<file path="src/rtl/fmd_pkg.sv">
package fmd_pkg;
   // raw bits per code group and data bits per group
   localparam int GROUP_RAW = 3;
   localparam int PAIR_W    = 2;
   // stored history; the classifier window is the history plus the live bit
   localparam int HIST_W    = 5;
   localparam int WIN_W     = HIST_W + 1;
   localparam logic [HIST_W-1:0] HIST_INIT = HIST_W'(1);

   // pattern sets over the newest four window bits, one bit per pattern
   localparam logic [15:0] PAT_ZERO   = 16'h4400; // patterns A, E
   localparam logic [15:0] PAT_MID    = 16'hA800; // patterns B, D, F
   localparam logic [15:0] PAT_BORROW = 16'h00A0; // patterns 5, 7
   localparam logic [15:0] PAT_LEGAL  = PAT_ZERO | PAT_MID | PAT_BORROW;
endpackage

</file>
<file path="src/rtl/fmd_history.sv">
module fmd_history
   import fmd_pkg::*;
(
   input  logic             clk_i,
   input  logic             rst_ni,
   input  logic             clr_i,
   input  logic             bit_i,
   input  logic             bit_vld_i,
   output logic             grp_o,
   output logic [WIN_W-1:0] win_o
);
   localparam int PH_W = $clog2(GROUP_RAW);
   localparam logic [PH_W-1:0] PH_LAST = PH_W'(GROUP_RAW - 1);

   logic [HIST_W-1:0] hist_q;
   logic [PH_W-1:0]   phase_q;

   assign win_o = {hist_q, bit_i};
   assign grp_o = bit_vld_i && !clr_i && (phase_q == PH_LAST);

   always_ff @(posedge clk_i or negedge rst_ni) begin
      if (!rst_ni) begin
         hist_q  <= HIST_INIT;
         phase_q <= '0;
      end else if (clr_i) begin
         hist_q  <= HIST_INIT;
         phase_q <= '0;
      end else if (bit_vld_i) begin
         hist_q  <= win_o[HIST_W-1:0];
         phase_q <= (phase_q == PH_LAST) ? '0 : phase_q + 1'b1;
      end
   end

   a_r2_phase_legal: assert property (@(posedge clk_i) disable iff (!rst_ni)
      phase_q <= PH_LAST);

   a_r8_clear_history: assert property (@(posedge clk_i) disable iff (!rst_ni)
      clr_i |=> (hist_q == HIST_INIT) && (phase_q == '0));
endmodule

</file>
<file path="src/rtl/fmd_classify.sv">
module fmd_classify
   import fmd_pkg::*;
#(
   parameter bit USE_MASK = 1'b0
) (
   input  logic [WIN_W-1:0]  win_i,
   output logic [PAIR_W-1:0] pair_o,
   output logic              bad_o
);
   logic unused_win4;
   assign unused_win4 = win_i[4];

   generate
      if (USE_MASK) begin : g_mask
         always_comb begin
            bad_o  = !PAT_LEGAL[win_i[3:0]];
            pair_o = '0;
            if (PAT_MID[win_i[3:0]])
               pair_o = win_i[2:1];
            else if (PAT_BORROW[win_i[3:0]])
               pair_o = {win_i[5], win_i[1]};
         end
      end else begin : g_case
         always_comb begin
            bad_o  = 1'b0;
            pair_o = '0;
            case (win_i[3:0])
               4'hA, 4'hE:       pair_o = '0;
               4'hB, 4'hD, 4'hF: pair_o = win_i[2:1];
               4'h5, 4'h7:       pair_o = {win_i[5], win_i[1]};
               default:          bad_o  = 1'b1;
            endcase
         end
      end
   endgenerate

   always_comb begin
      if (bad_o) begin
         a_r6_bad_pair_zero: assert (pair_o == '0);
      end
   end
endmodule

</file>
<file path="src/rtl/fmd_pack.sv">
module fmd_pack
   import fmd_pkg::*;
#(
   parameter int WORD_W = 36
) (
   input  logic              clk_i,
   input  logic              rst_ni,
   input  logic              clr_i,
   input  logic              grp_i,
   input  logic [PAIR_W-1:0] pair_i,
   input  logic              bad_i,
   output logic [WORD_W-1:0] word_o,
   output logic              word_vld_o,
   output logic              err_o
);
   localparam int GROUPS = WORD_W / PAIR_W;
   localparam int CNT_W  = $clog2(GROUPS);
   localparam logic [CNT_W-1:0] CNT_LAST = CNT_W'(GROUPS - 1);

   logic [WORD_W-1:0] acc_q;
   logic [WORD_W-1:0] acc_nxt;
   logic [CNT_W-1:0]  cnt_q;

   assign acc_nxt = {acc_q[WORD_W-PAIR_W-1:0], pair_i};

   always_ff @(posedge clk_i or negedge rst_ni) begin
      if (!rst_ni) begin
         acc_q      <= '0;
         cnt_q      <= '0;
         word_o     <= '0;
         word_vld_o <= 1'b0;
         err_o      <= 1'b0;
      end else if (clr_i) begin
         acc_q      <= '0;
         cnt_q      <= '0;
         word_o     <= '0;
         word_vld_o <= 1'b0;
         err_o      <= 1'b0;
      end else begin
         word_vld_o <= 1'b0;
         err_o      <= grp_i && bad_i;
         if (grp_i) begin
            if (cnt_q == CNT_LAST) begin
               word_o     <= acc_nxt;
               word_vld_o <= 1'b1;
               acc_q      <= '0;
               cnt_q      <= '0;
            end else begin
               acc_q <= acc_nxt;
               cnt_q <= cnt_q + 1'b1;
            end
         end
      end
   end

   a_r7_count_bound: assert property (@(posedge clk_i) disable iff (!rst_ni)
      cnt_q <= CNT_LAST);

   a_r7_word_single: assert property (@(posedge clk_i) disable iff (!rst_ni)
      word_vld_o |=> !word_vld_o);

   a_r6_err_single: assert property (@(posedge clk_i) disable iff (!rst_ni)
      err_o |=> !err_o);

   a_r7_word_stable: assert property (@(posedge clk_i) disable iff (!rst_ni)
      (!clr_i && !grp_i) |=> $stable(word_o));

   a_r11_err_follows_group: assert property (@(posedge clk_i) disable iff (!rst_ni)
      (!grp_i) |=> !err_o && !word_vld_o);
endmodule

</file>
<file path="src/rtl/fm_pair_decoder.sv">
module fm_pair_decoder
   import fmd_pkg::*;
#(
   parameter int WORD_W   = 36,
   parameter bit USE_MASK = 1'b0
) (
   input  logic              clk_i,
   input  logic              rst_ni,
   input  logic              clr_i,
   input  logic              bit_i,
   input  logic              bit_vld_i,
   output logic [WORD_W-1:0] word_o,
   output logic              word_vld_o,
   output logic              dec_err_o
);
   generate
      if ((WORD_W % PAIR_W) != 0) begin : g_bad_width
         $error("WORD_W must be a multiple of the pair width");
      end
      if (WORD_W < 2 * PAIR_W) begin : g_bad_small
         $error("WORD_W must hold at least two pairs");
      end
   endgenerate

   logic              grp;
   logic [WIN_W-1:0]  win;
   logic [PAIR_W-1:0] pair;
   logic              bad;

   fmd_history u_hist (
      .clk_i     (clk_i),
      .rst_ni    (rst_ni),
      .clr_i     (clr_i),
      .bit_i     (bit_i),
      .bit_vld_i (bit_vld_i),
      .grp_o     (grp),
      .win_o     (win)
   );

   fmd_classify #(.USE_MASK(USE_MASK)) u_class (
      .win_i  (win),
      .pair_o (pair),
      .bad_o  (bad)
   );

   fmd_pack #(.WORD_W(WORD_W)) u_pack (
      .clk_i      (clk_i),
      .rst_ni     (rst_ni),
      .clr_i      (clr_i),
      .grp_i      (grp),
      .pair_i     (pair),
      .bad_i      (bad),
      .word_o     (word_o),
      .word_vld_o (word_vld_o),
      .err_o      (dec_err_o)
   );

   a_r2_idle_quiet: assert property (@(posedge clk_i) disable iff (!rst_ni)
      !bit_vld_i |=> !word_vld_o && !dec_err_o);

   a_r9_clear_quiet: assert property (@(posedge clk_i) disable iff (!rst_ni)
      clr_i |=> !word_vld_o && !dec_err_o && (word_o == '0));
endmodule

</file>
<file path="config.mk">
export PLATFORM = sky130hd
export DESIGN_NAME = fm_pair_decoder
export DESIGN_NICKNAME = d
export VERILOG_FILES = /design/src/rtl/fmd_pkg.sv /design/src/rtl/fmd_history.sv /design/src/rtl/fmd_classify.sv /design/src/rtl/fmd_pack.sv /design/src/rtl/fm_pair_decoder.sv
export SDC_FILE = /design/constraint.sdc
export NUM_CORES = 1
export LEC_CHECK = 0
export BUFFER_PORTS_ARGS = -buffer_cell sky130_fd_sc_hd__buf_2
export CORE_ASPECT_RATIO = 0.9
export CORE_MARGIN = 2
export CORE_UTILIZATION = 39
export DETAILED_ROUTE_END_ITERATION = 7
export PLACE_DENSITY = 0.58
export SETUP_SLACK_MARGIN = 0.02
export SYNTH_ARGS = -nofsm -noshare
export SYNTH_HDL_FRONTEND = slang
export SYNTH_SLANG_ARGS = --single-unit
</file>
<file path="constraint.sdc">
create_clock -name clk_i -period 1.5 [get_ports clk_i]
set_input_delay 0.075 -clock clk_i [delete_from_list [all_inputs] [get_ports clk_i]]
set_output_delay 0.075 -clock clk_i [all_outputs]
set_load 0.05 [all_outputs]
</file>
### Word-level counts from Yosys, hierarchy flattened

Index checks and enable logic that the tools add are counted.

* register bits after elaboration: 84
* output and inout bits: 38

* add/subtract/negate cells: 2
* equality and inequality tests: 9
* mux-type cells: 20
* reductions and logical operators: 11

Operator list (count)
* 2-to-1 mux 36 bit: 3
* 2-to-1 mux 34 bit: 3
* 2-to-1 mux 5 bit: 5
* equality test 4 bit, second input constant: 5
* equality test 4 x 3 -> 1 bit, second input constant: 2
* OR reduction 7 bit: 1
* 2-to-1 mux 2 bit: 3
* nonzero test 2 bit: 3
* adder 5 x 1 -> 5 bit, second input constant: 1
* equality test 5 bit, second input constant: 1
* 2-to-1 mux 1 bit: 5
* case mux 2 bit (2 select lines): 1
* logical AND 1 bit: 3
* OR reduction 3 bit: 1
* adder 2 x 1 -> 2 bit, second input constant: 1
* equality test 2 bit, second input constant: 1
* AND reduction 2 bit: 1
* OR reduction 2 bit: 1
* logical NOT 1 bit: 1

### Depth between registers and ports, before layout

Gate-level depths: netlist of run 1.

* depth after elaboration: 6
* gate-level depth with buffers: 7

### Cells and area by module

Synthesis of run 1 repeated with hierarchy kept, for this count alone.

* cells, all modules: 216
* area, all modules: 3178.0 um^2

Modules (own cells, without submodules)
* fmd_pack: times used 1, cells each 186, area an instance 2829.0 um^2, seq. area each 1926.8 um^2
* fmd_history: times used 1, cells each 27, area an instance 321.6 um^2, seq. area each 176.4 um^2
* fmd_classify: times used 1, cells each 3, area an instance 27.5 um^2, seq. area each 0.0 um^2

### Worst setup path before layout of run 1

No wires, ideal clock.

* path type: register to register
* start point: register u_pack.cnt_q[1]
* end point: register u_pack.word_o[27]
* arrival time: 1300 ps
* required time: 1364 ps
* setup slack: 64 ps
* cell stages (with the launch flop): 8
* path buffers: 2
* clock period less this slack: 1436 ps
* path through: dfrtp_1 > inv_1 > ha_1 > nand4bb_1 > buf_4 > buf_2 > o21ai_0 > a21oi_1

* cells in the longest elaborated chain, start to end: 3

Ends and longest elaborated chain
* start, declared: RTL line fmd_pack.sv:22 `logic [CNT_W-1:0] cnt_q;`
* start signal, assigned: RTL line fmd_pack.sv:50 `cnt_q <= cnt_q + 1'b1;`
* equality test 5 bit: RTL line fmd_pack.sv:43 `if (cnt_q == CNT_LAST) begin`
* nonzero test 2 bit (no source line)
* AND reduction 2 bit (no source line)
* end signal, assigned: RTL line fmd_pack.sv:44 `word_o <= acc_nxt;`
* end, declared: RTL line fmd_pack.sv:12 `output logic [WORD_W-1:0] word_o,`

No other way between the ends.
A chain may end at the register's enable or synchronous reset.

### Final worst setup path of run 1

* start point: register u_pack.cnt_q[1]
* end point: register u_pack.word_o[0]

The elaborated chain is that of the path after synthesis.

==> results of run 1 <==
## cell usage in the layout (no fill, tap or decap), drive strengths merged, types with 8 or more instances in the layout
cell type / netlist / routed
buf: 23 / 67
nand2: 39 / 39
nand3: 51 / 51
a32o: 20 / 20
nor2: 8 / 8
o21ai: 37 / 37
mux2i: 8 / 8
clkbuf: 10 / 13
a21oi: 28 / 28
dfrtp: 83 / 83
## kinds of logic after synthesis
kind of cell / share of synthesized area [%]
and+or+nand+nor: 14.5
AOI/OAI and AO/OA: 16.6
adders and majority gates: 0.716
xor gates and xnor gates: 0.251
buffers and inverters: 5.48
DFF: 60.2
muxes: 2.29
## worst min-delay path by stage
stage / cells after the start / to / slack, ps / start
floorplan: 0 / u_hist.hist_q[1] / -220 / rst_ni
global placement: 1 / u_pack.word_o[6] / 20 / rst_ni
detailed placement: 1 / u_pack.word_o[3] / 20 / rst_ni
CTS: 3 / u_hist.phase_q[1] / 110 / bit_vld_i
global route: 3 / u_hist.phase_q[1] / 140 / bit_vld_i
finish: 3 / u_hist.phase_q[1] / 140 / bit_vld_i
## metrics by stage
stage / cells / TNS [ps] / total power (uW)
floorplan: 327 / 0 / 2410
global placement: 477 / 0 / 2490
detailed placement: 477 / 0 / 2490
CTS: 495 / 0 / 4130
global route: 499 / -285 / 4270
finish: 499 / 0 / 4090
## critical path, cell delays in order (launching register included)
cell and delay (ps):
dfrtp_1 410, inv_2 90, ha_4 130, nand4bb_1 150
buf_4 180, nor2_4 110, buf_6 140, mux2i_1 180
## where the power goes
| part | switching, uW | total [uW] | internal (uW) | leakage [uW] |
|---|---|---|---|---|
| clock | 779 | 1640 | 856 | 0.000102 |
| combinational | 115 | 167 | 51.8 | 0.000648 |
| sequential | 13.0 | 2290 | 2270 | 0.00117 |
## per-layer routing
layer,share of wire [%],global-route usage [%],vias to the layer above
met3,2.8,3.47,4
li1,-,-,1274
met1,50,22.7,1321
met2,46,24.1,45
met5,0,0,-
met4,0.84,6.08,0
## registers in the layout (all words and copies together), names as in the netlist
| register | cells |
|---|---|
| u_hist.hist_q | 5 |
| u_hist.phase_q | 2 |
| u_pack.acc_q | 34 |
| u_pack.cnt_q | 5 |
| u_pack.err_o | 1 |
| u_pack.word_o | 36 |
| u_pack.word_vld_o | 1 |
## what timing repair did
action	CTS	global route
hold endpoints to repair	60	0
hold buffers	2	0
gates resized for setup	1	15
setup endpoints to repair	12	66
setup buffers	0	3
cloned	0	1
pin swaps	0	1
## cell type report
class	instances	area (um2)	area share [%]
clock buffers	12	155	3.70
clock inverters	4	47.5	1.13
inverters	2	7.51	0.179
multi-input cells	208	1230	29.4
flip-flops and latches	84	2100	50.1
well taps	119	149	3.55
repair buffers	70	502	12.0
==> metrics.md, run 1 <==
| Metric | Value |
|---|---|
| Status | finished, final reports clean |
| Antenna viol nets, final | 0 |
| Initial antenna violation count | 0 |
| Req. time, crit path | ~1800 ps |
| Top cells by instance count after synthesis | dfrtp_1, nand3_1, nand2_1 |
| EDFF count, synth | 0 |
| Seq/Total Area, Yosys | 60.2% |
| R2R Setup Slk | 40 ps |
| Die Wd | roughly 100 um |
| Period utilization | 97.4% |
| R2R depth | 7 |
| Core area | 8650 um2 |
| Reg-to-Reg Start | u_pack.cnt_q[1] |
| Synth Net Count | about 330 |
| Setup ws final | 38.4 ps |
| Critical Path Source | u_pack.cnt_q[1] |
| Htree depth | 3 |
| Area grow syn2layout | 20.1% |
| Critical Path Source Type | flip-flop |
| First-pass GRT wire length | 12,500 um |
| Final core occ | 48.5% |
| CP Capture Point | u_pack.word_o[0] |
| Initial DRC Count | 148 |
| Static Leak | 0.00192 uW |
| Number of fill cells | 830 |
| Num rows | 32 |
| Critical Path End Type | flip-flop |
| RSZ-0062 raised after global routing | true |
| Routability cong. | approximately 0.77 |
| Final global-route overflow total | 0 |
| WL per Instance | 15.0 um |
| Die Y | 93.8 um |
| Post-DR vias/cell | 5.30 |
| Max-cap check violation count | 0 |
| Clk root buf | clkbuf_8 |
| GRT Util Overall | 16.0% |
| Asr flop ratio synth | 100% |
| First-pass iteration count of the detailed router | 5 |
| Num Clock Sinks | 84 |
| Placed cell area | between 3000 and 4000 um2 |
| Die area | slightly below 10,000 um2 |
| Total CTS buffers | 9 |
| Largest cells by area after synthesis | dfrtp_1, nand3_1, a32o_1, o21ai_0, nand2_1 |
| Final Setup Violations | 0 |
| Fin. Hold Viols | 0 |
| Unique masters post-synth | 29 |
| Largest net degree at the start of global routing | 37 |
| CP Class | reg2reg |
| Count leader, synth | dfrtp_1 |
| Vias | 2,644 |
| # DRC | 0 |
| Final Instance Area | 4200 um2 |
| Worst R2R End | u_pack.word_o[0] |
| Yosys synthesis warning count | 0 |
| Worst-margin pin slew | 380 ps |
| Peak VDD IR | 0.443 mV |
| Relative slew slack | 74.7% |
| Vias in the first global route | approximately 2,600 |
| Critical Path AT | 1720 ps |
| Hold Crit Class | in2reg |
| Max-slew violation count | 0 |
| Clk_lat worst skew | about 340 ps |
| Diode count | 0 |
| Worst Path Max Fanout | 6 |
| Final nets | about 380 |
| Ratio of cells with drive above 1 in the final layout | 24.2% |
| Routed WL | 7500 um |
| IO buf count | 42 |
| Syn Inst Count | 327 |
| Syn Area/Cell | roughly 11 um2 |
| PD cells | between 900 and 1000 nW/um2 |
| HPWL Detailed | 4680 um |
| Final min period | 1460 ps |
| Top FF cell, synth | dfrtp_1 |
| Post-synth top area share | 59.4% |
| CTS tree | done |
| Yosys top cell by area | dfrtp_1 |
| Max Clk Rate | 684 MHz |
| Mapped cell area | 3490 um2 |
| Clk buf depth | 2 |
| Top Ports | 43 |
| #FFs+latches synth | 84 |
| Hold_ws | between 100 and 150 ps |
| Clock Skew | 8.11 ps |
| CTS clk-pin slew, worst paths | 80 ps |
| Pre-CTS setup slack | 9.83 ps |
| Initial Util | 40.4% |
(Power assumes the default switching activity.)
==> run 2: changes to the inputs <==
==> constraint.sdc (replaced) <==
create_clock -name clk_i -period 1.5 [get_ports clk_i]
set_input_delay 0.3 -clock clk_i [delete_from_list [all_inputs] [get_ports clk_i]]
set_output_delay 0.3 -clock clk_i [all_outputs]
set_load 0.05 [all_outputs]
==> run 2 against run 1 <==
Compared with the run above: the run now ends with setup timing left; critical path depth stayed put; critical endpoint unchanged; cell count is 0.80% higher; total power grew 2.6%; largest power group unchanged; routed wire length is 1.1% lower; largest cell class unchanged.
==> metrics.md, run 2 (synthesis gave the netlist of run 1 again) <==
| Metric | Value |
|---|---|
| GRT Util Overall | 16.0% (about the same) |
| Initial DRC Count | 164 (was 148) |
| Vias | 2,669 (was 2,644) |
| Die area | 9730 um2 (unchanged) |
| Largest registers | u_pack.word_o x36, u_pack.acc_q x34 (unchanged) |
| Top Ports | 43 (unchanged) |
| Total Neg Setup Slack | -2.47 ps (was 0 ps) |
| Largest Register | u_pack.word_o (unchanged) |
| Hold Crit Class | in2reg (unchanged) |
| First-pass iteration count of the detailed router | 5 (unchanged) |
| # DRC | 0 (unchanged) |
| Largest register FFs | 36 (unchanged) |
| Antenna viol nets, final | 0 (unchanged) |
| WL per Instance | 14.7 um (was 15.0 um) |
| Critical Path End Type | flip-flop (unchanged) |
| Clock Skew | 11.4 ps (was 8.11 ps) |
| Peak VDD IR | 0.455 mV (was 0.443 mV) |
| Setup ws final | -2.47 ps (was 38.4 ps) |
| Relative slew slack | 72.5% (was 74.7%) |
| Clk root buf | clkbuf_8 (unchanged) |
| CTS clk-pin slew, worst paths | 80 ps (about the same) |
| Status | finished, violations left (was finished, final reports clean) |
| Most frequent cells in the layout | dfrtp_1, nand3_1, buf_2 (unchanged) |
| Total CTS buffers | 9 (unchanged) |
| RSZ-0062 raised after global routing | true (unchanged) |
| CTS tree | done (unchanged) |
| Routability cong. | 0.792 (was 0.766) |
| PD cells | 970 nW/um2 (was 974 nW/um2) |
| Ratio of cells with drive above 1 in the final layout | 26.6% (was 24.2%) |
| HPWL Detailed | 4730 um (was 4680 um) |
| Die Y | 93.8 um (unchanged) |
| Core area | 8650 um2 (unchanged) |
| Req. time, crit path | 1770 ps (was 1760 ps) |
| Violated checks | setup timing |
| Final global-route overflow total | 0 (unchanged) |
| CP Class | reg2reg (unchanged) |
| Clk buf depth | 2 (unchanged) |
| Period utilization | 100% (was 97.4%) |
| Vias in the first global route | 2,528 (was 2,560) |
| Critical Path AT | 1770 ps (was 1720 ps) |
| Worst Path Max Fanout | 9 (was 6) |
| First-pass GRT wire length | 12,500 um (about the same) |
| Post-layout power | 4200 uW (was 4090 uW) |
| Final Setup Violations | 1 (was 0) |
| Max-cap check violation count | 0 (unchanged) |
| Die Wd | 104 um (unchanged) |
| Final Instance Area | 4330 um2 (was 4200 um2) |
| Fin. Hold Viols | 0 (unchanged) |
| Largest net degree at the start of global routing | 32 (was 37) |
| Htree depth | 3 (unchanged) |
| Routed WL | 7420 um (was 7500 um) |
| Diode count | 0 (unchanged) |
| Clk_lat worst skew | 350 ps (was 340 ps) |
| Num rows | 32 (unchanged) |
| IO buf count | 42 (unchanged) |
| Max-slew violation count | 0 (unchanged) |
| Critical Path Source Type | flip-flop (unchanged) |
| Final nets | 386 (was 382) |
| Static Leak | 0.00199 uW (was 0.00192 uW) |
| Final min period | 1500 ps (was 1460 ps) |
| Area grow syn2layout | 23.8% (was 20.1%) |
| Placed cell area | 3950 um2 (was 3880 um2) |
| Max Clk Rate | 666 MHz (was 684 MHz) |
| Num Clock Sinks | 84 (unchanged) |
| Post-DR vias/cell | 5.31 (was 5.30) |
| Hold_ws | 213 ps (was 141 ps) |
| Final core occ | 50.0% (was 48.5%) |
| Initial Util | 40.4% (unchanged) |
| Commonest non-fill, non-tap cell in the layout | dfrtp_1 (unchanged) |
| Initial antenna violation count | 0 (unchanged) |
| Worst-margin pin slew | 413 ps (was 380 ps) |
-- run 2: cell count changes in the layout (fill, tap and decap cells not counted), sizes merged --
cell	previous run	this run
clkbuf	13	10
buf	67	72
clkinv	2	4
bufinv	1	2
dlygate4sd3	2	1
-- run 2: routing by layer --
layer / vias up / wire length (um) / GRT usage (%) / share of wire (%)
met1: 1322 / 3520 / 21.2 / 47
met5: - / 0 / 0 / 0
met4: 0 / 114 / 6.19 / 1.5
li1: 1285 / - / - / -
met3: 10 / 297 / 3.95 / 4.0
met2: 52 / 3490 / 25.5 / 47
-- run 2: what timing repair did --
action / CTS / global route
gates resized for setup: 2 / 32
hold buffers: 1 / 0
setup buffers: 1 / 5
pin swaps: 0 / 7
endpoints found under the hold margin: 27 / 0
setup endpoints to repair: 9 / 66
gates cloned: 0 / 1
-- run 2: layout make-up --
| class | instances | area [um2] |
|---|---|---|
| tap | 119 | 149 |
| timing repair buffer | 74 | 596 |
| clock inverter | 7 | 91.3 |
| sequential | 84 | 2100 |
| fill | 834 | 4320 |
| inverter | 2 | 7.51 |
| multi-input combinational | 208 | 1250 |
| clock buffer | 9 | 124 |
-- run 2: report_power, final --
group	internal (uW)	switching, uW	leakage (uW)
Sequential	2270	12.9	0.00117
Combinational	65.6	119	0.000709
Clock	931	794	0.000109
Total	3270	926	0.00199
-- run 2: path summary, 6_finish.rpt --
| path | startpoint | endpoint | slack [ps] | depth (start not counted) |
|---|---|---|---|---|
| hold reg to reg | u_pack.word_o[17] | u_pack.word_o[17] | 530 | 2 |
| max in group asynchronous | rst_ni | u_pack.acc_q[8] | 570 | 3 |
| setup / recovery | u_pack.cnt_q[1] | u_pack.word_o[0] | -2 | 7 |
| hold / removal | bit_i | u_pack.err_o | 210 | 2 |
| setup reg to reg | u_pack.cnt_q[1] | u_pack.word_o[0] | -2 | 7 |
| min in group asynchronous | rst_ni | u_pack.word_o[3] | 430 | 2 |
-- run 2: metrics by stage --
stage / worst slack, ps / std cells
after CTS: -3.98 / 497
after global placement: 43.0 / 479
after floorplan: 63.6 / 327
after detailed placement: -37.7 / 479
final: -2.47 / 503
after global routing: -90.8 / 503
-- run 2: critical path: stages (launching register included) --
cell and delay (ps):
dfrtp_1 390, inv_2 80, ha_4 120, nand4bb_1 140, buf_4 170, nor2_4 190, buf_12 160, mux2i_1 180
==> run 3: changes to the inputs <==
--- a/config.mk
+++ b/config.mk
@@ -10,6 +10,7 @@
 export CORE_MARGIN = 2
 export CORE_UTILIZATION = 39
 export DETAILED_ROUTE_END_ITERATION = 7
+export GPL_TIMING_DRIVEN = 0
 export PLACE_DENSITY = 0.58
 export SETUP_SLACK_MARGIN = 0.02
 export SYNTH_ARGS = -nofsm -noshare
==> run 3 against run 2 <==
Compared with the run above: register-to-register slack better by 20 ps; largest power group unchanged; utilization is 0.26 points lower; sequential cell count stayed put; clock-buffer cell count is 4 higher; non-clock buffer count is 13 higher; global-route usage is 1.1 points higher; highest routed layer unchanged; via count is 2.3% higher; worst hold slack worse by 28 ps; combinational power is 5% lower; the run now ends clean; critical endpoint is now u_pack.acc_q[9]; setup slack better by 21 ps; cell area is 0.52% lower.
==> metrics.md, run 3 (synthesis gave the netlist of run 1 again) <==
| Metric | Value |
|---|---|
| Max-slew violation count | 0 (unchanged) |
| Largest net degree at the start of global routing | 47 (was 32) |
| RSZ-0062 raised after global routing | true (unchanged) |
| Largest Register | u_pack.word_o (unchanged) |
| Clk_lat worst skew | 360 ps (was 350 ps) |
| Ratio of cells with drive above 1 in the final layout | 28.7% (was 26.6%) |
| Post-DR vias/cell | 5.29 (was 5.31) |
| Most frequent cells in the layout | dfrtp_1, nand3_1, buf_2 (unchanged) |
| Htree depth | 3 (unchanged) |
| Die Wd | 104 um (unchanged) |
| Buf/Inv on CP | 3 (unchanged) |
| Critical Path AT | 1730 ps (was 1770 ps) |
| Largest register FFs | 36 (unchanged) |
| Static Leak | 0.00197 uW (was 0.00199 uW) |
| Clk buf depth | 2 (unchanged) |
| Total CTS buffers | 9 (unchanged) |
| PD cells | 959 nW/um2 (was 970 nW/um2) |
| Status | finished, final reports clean (was finished, violations left) |
| HPWL Detailed | 5160 um (was 4730 um) |
| Routability cong. | 0.756 (was 0.792) |
| Commonest non-fill, non-tap cell in the layout | dfrtp_1 (unchanged) |
| Core area | 8650 um2 (unchanged) |
| Final Setup Violations | 0 (was 1) |
| Largest registers | u_pack.word_o x36, u_pack.acc_q x34 (unchanged) |
| Initial antenna violation count | 0 (unchanged) |
| CTS clk-pin slew, worst paths | 80 ps (about the same) |
| Area grow syn2layout | 23.1% (was 23.8%) |
| Peak VDD IR | 0.472 mV (was 0.455 mV) |
| Met1 GRT Util | 24.8% (was 21.2%) |
| Top Ports | 43 (unchanged) |
| CP Class | reg2reg (unchanged) |
| Total Neg Setup Slack | 0 ps (was -2.47 ps) |
| Vias | 2,730 (was 2,669) |
| Met3 GRT Util | 2.84% (was 3.95%) |
| WL per Instance | 15.5 um (was 14.7 um) |
| Worst Path Max Fanout | 5 (was 9) |
| Delay-heaviest family, CP | flip-flops (was buffers and inverters) |
| Relative slew slack | 60.1% (was 72.5%) |
| # DRC | 0 (unchanged) |
| Vias in the first global route | 2,608 (was 2,528) |
| Fin. Hold Viols | 0 (unchanged) |
| Diode count | 0 (unchanged) |
| Critical Path End Type | flip-flop (unchanged) |
| Hold Crit Class | in2reg (unchanged) |
| Grt peak-use layer | met1 (was met2) |
| Antenna viol nets, final | 0 (unchanged) |
| Final nets | 399 (was 386) |
| Worst-margin pin slew | 599 ps (was 413 ps) |
| First-pass GRT wire length | 13,000 um (was 12,500 um) |
| Final core occ | 49.8% (was 50.0%) |
| Clk root buf | clkbuf_8 (unchanged) |
| Initial DRC Count | 166 (was 164) |
| Max-cap check violation count | 0 (unchanged) |
| Critical Path Source Type | flip-flop (unchanged) |
| Num Clock Sinks | 84 (unchanged) |
| Die Y | 93.8 um (unchanged) |
| Routed WL | 7990 um (was 7420 um) |
| IO buf count | 41 (was 42) |
| Clock Skew | 10.5 ps (was 11.4 ps) |
| CP max stage delay | 400 ps (was 390 ps) |
| Die area | 9730 um2 (unchanged) |
| Period utilization | 98.8% (was 100%) |
| First-pass iteration count of the detailed router | 4 (was 5) |
| Worst path slowest cell | dfrtp_1 (unchanged) |
| Req. time, crit path | 1750 ps (was 1770 ps) |
| Max Clk Rate | 675 MHz (was 666 MHz) |
| Final min period | 1480 ps (was 1500 ps) |
| Initial Util | 40.4% (unchanged) |
| Num rows | 32 (unchanged) |
| Hold_ws | 185 ps (was 213 ps) |
| GRT Util Overall | 17.1% (was 16.0%) |
| Final global-route overflow total | 0 (unchanged) |
| CP cell instances | inv_2 > ha_4 > and4bb_1 > buf_6 > nor2_4 > buf_4 > a32o_1 (was inv_2 > ha_4 > nand4bb_1 > buf_4 > nor2_4 > buf_12 > mux2i_1) |
| Grt met2 use | 24.7% (was 25.5%) |
| CTS tree | done (unchanged) |
run 3: what timing repair did:
item,CTS,global route
resized for setup,24,34
pin swaps,2,1
gates cloned,1,1
hold endpoints to repair,44,0
hold buffers,1,0
setup buffers,5,4
endpoints found under the setup margin,68,68
run 3: layout make-up:
cell class | count | area (um2)
buffer | 33 | 234
clock buffer | 13 | 159
clock inverter | 3 | 45.0
fill | 835 | 4350
inverter | 2 | 7.51
multi-input combinational | 208 | 1290
sequential | 84 | 2100
tap | 119 | 149
timing repair buffer | 54 | 318
run 3: routing by layer:
layer  vias up  part of all wire, %  wire length [um]
li1       1310                    -                 -
met3         9                  4.0               319
met1      1361                   50              3970
met5         -                    0                 0
met2        50                   45              3570
met4         0                  1.6               127
run 3: report_power, final:
group,internal [uW],leakage (uW),switching (uW),total [uW]
registers,2270,0.00117,14.4,2290
logic,52.5,0.000704,122,174
clock network,863,0.0000959,799,1660
total,3190,0.00197,935,4130
run 3: final timing paths:
check                                 start  slack (ps)               end  depth (start not counted)
max                         u_pack.cnt_q[1]          20   u_pack.acc_q[9]                          7
min                                   bit_i         190      u_pack.err_o                          2
min reg2reg                u_pack.acc_q[13]         530  u_pack.acc_q[15]                          1
min in group asynchronous            rst_ni         490  u_pack.word_o[4]                          2
max in group asynchronous            rst_ni         380   u_pack.cnt_q[0]                          3
max reg2reg                 u_pack.cnt_q[1]          20   u_pack.acc_q[9]                          7
run 3: worst reg2reg max path, delay by kind of cell, from the launching register on:
family                   cells  cell delay, ps
buffers and inverters        3             360
AND/OR/NAND/NOR              2             260
flip-flops                   1             400
adder cells (fa/ha/maj)      1             140
AO/OA/AOI/OAI                1             200
run 3: stage by stage:
step           instances  total power (uW)  worst slack (ps)  instance area, um2
5_1_grt              516              4290             -50.8                4300
3_5_place_dp         488              2490              -132                3870
6_report             516              4130              18.3                4300
4_1_cts              511              4170              23.3                4200
3_3_place_gp         487              2480              -566                3850
2_1_floorplan        327              2410              63.6                3490
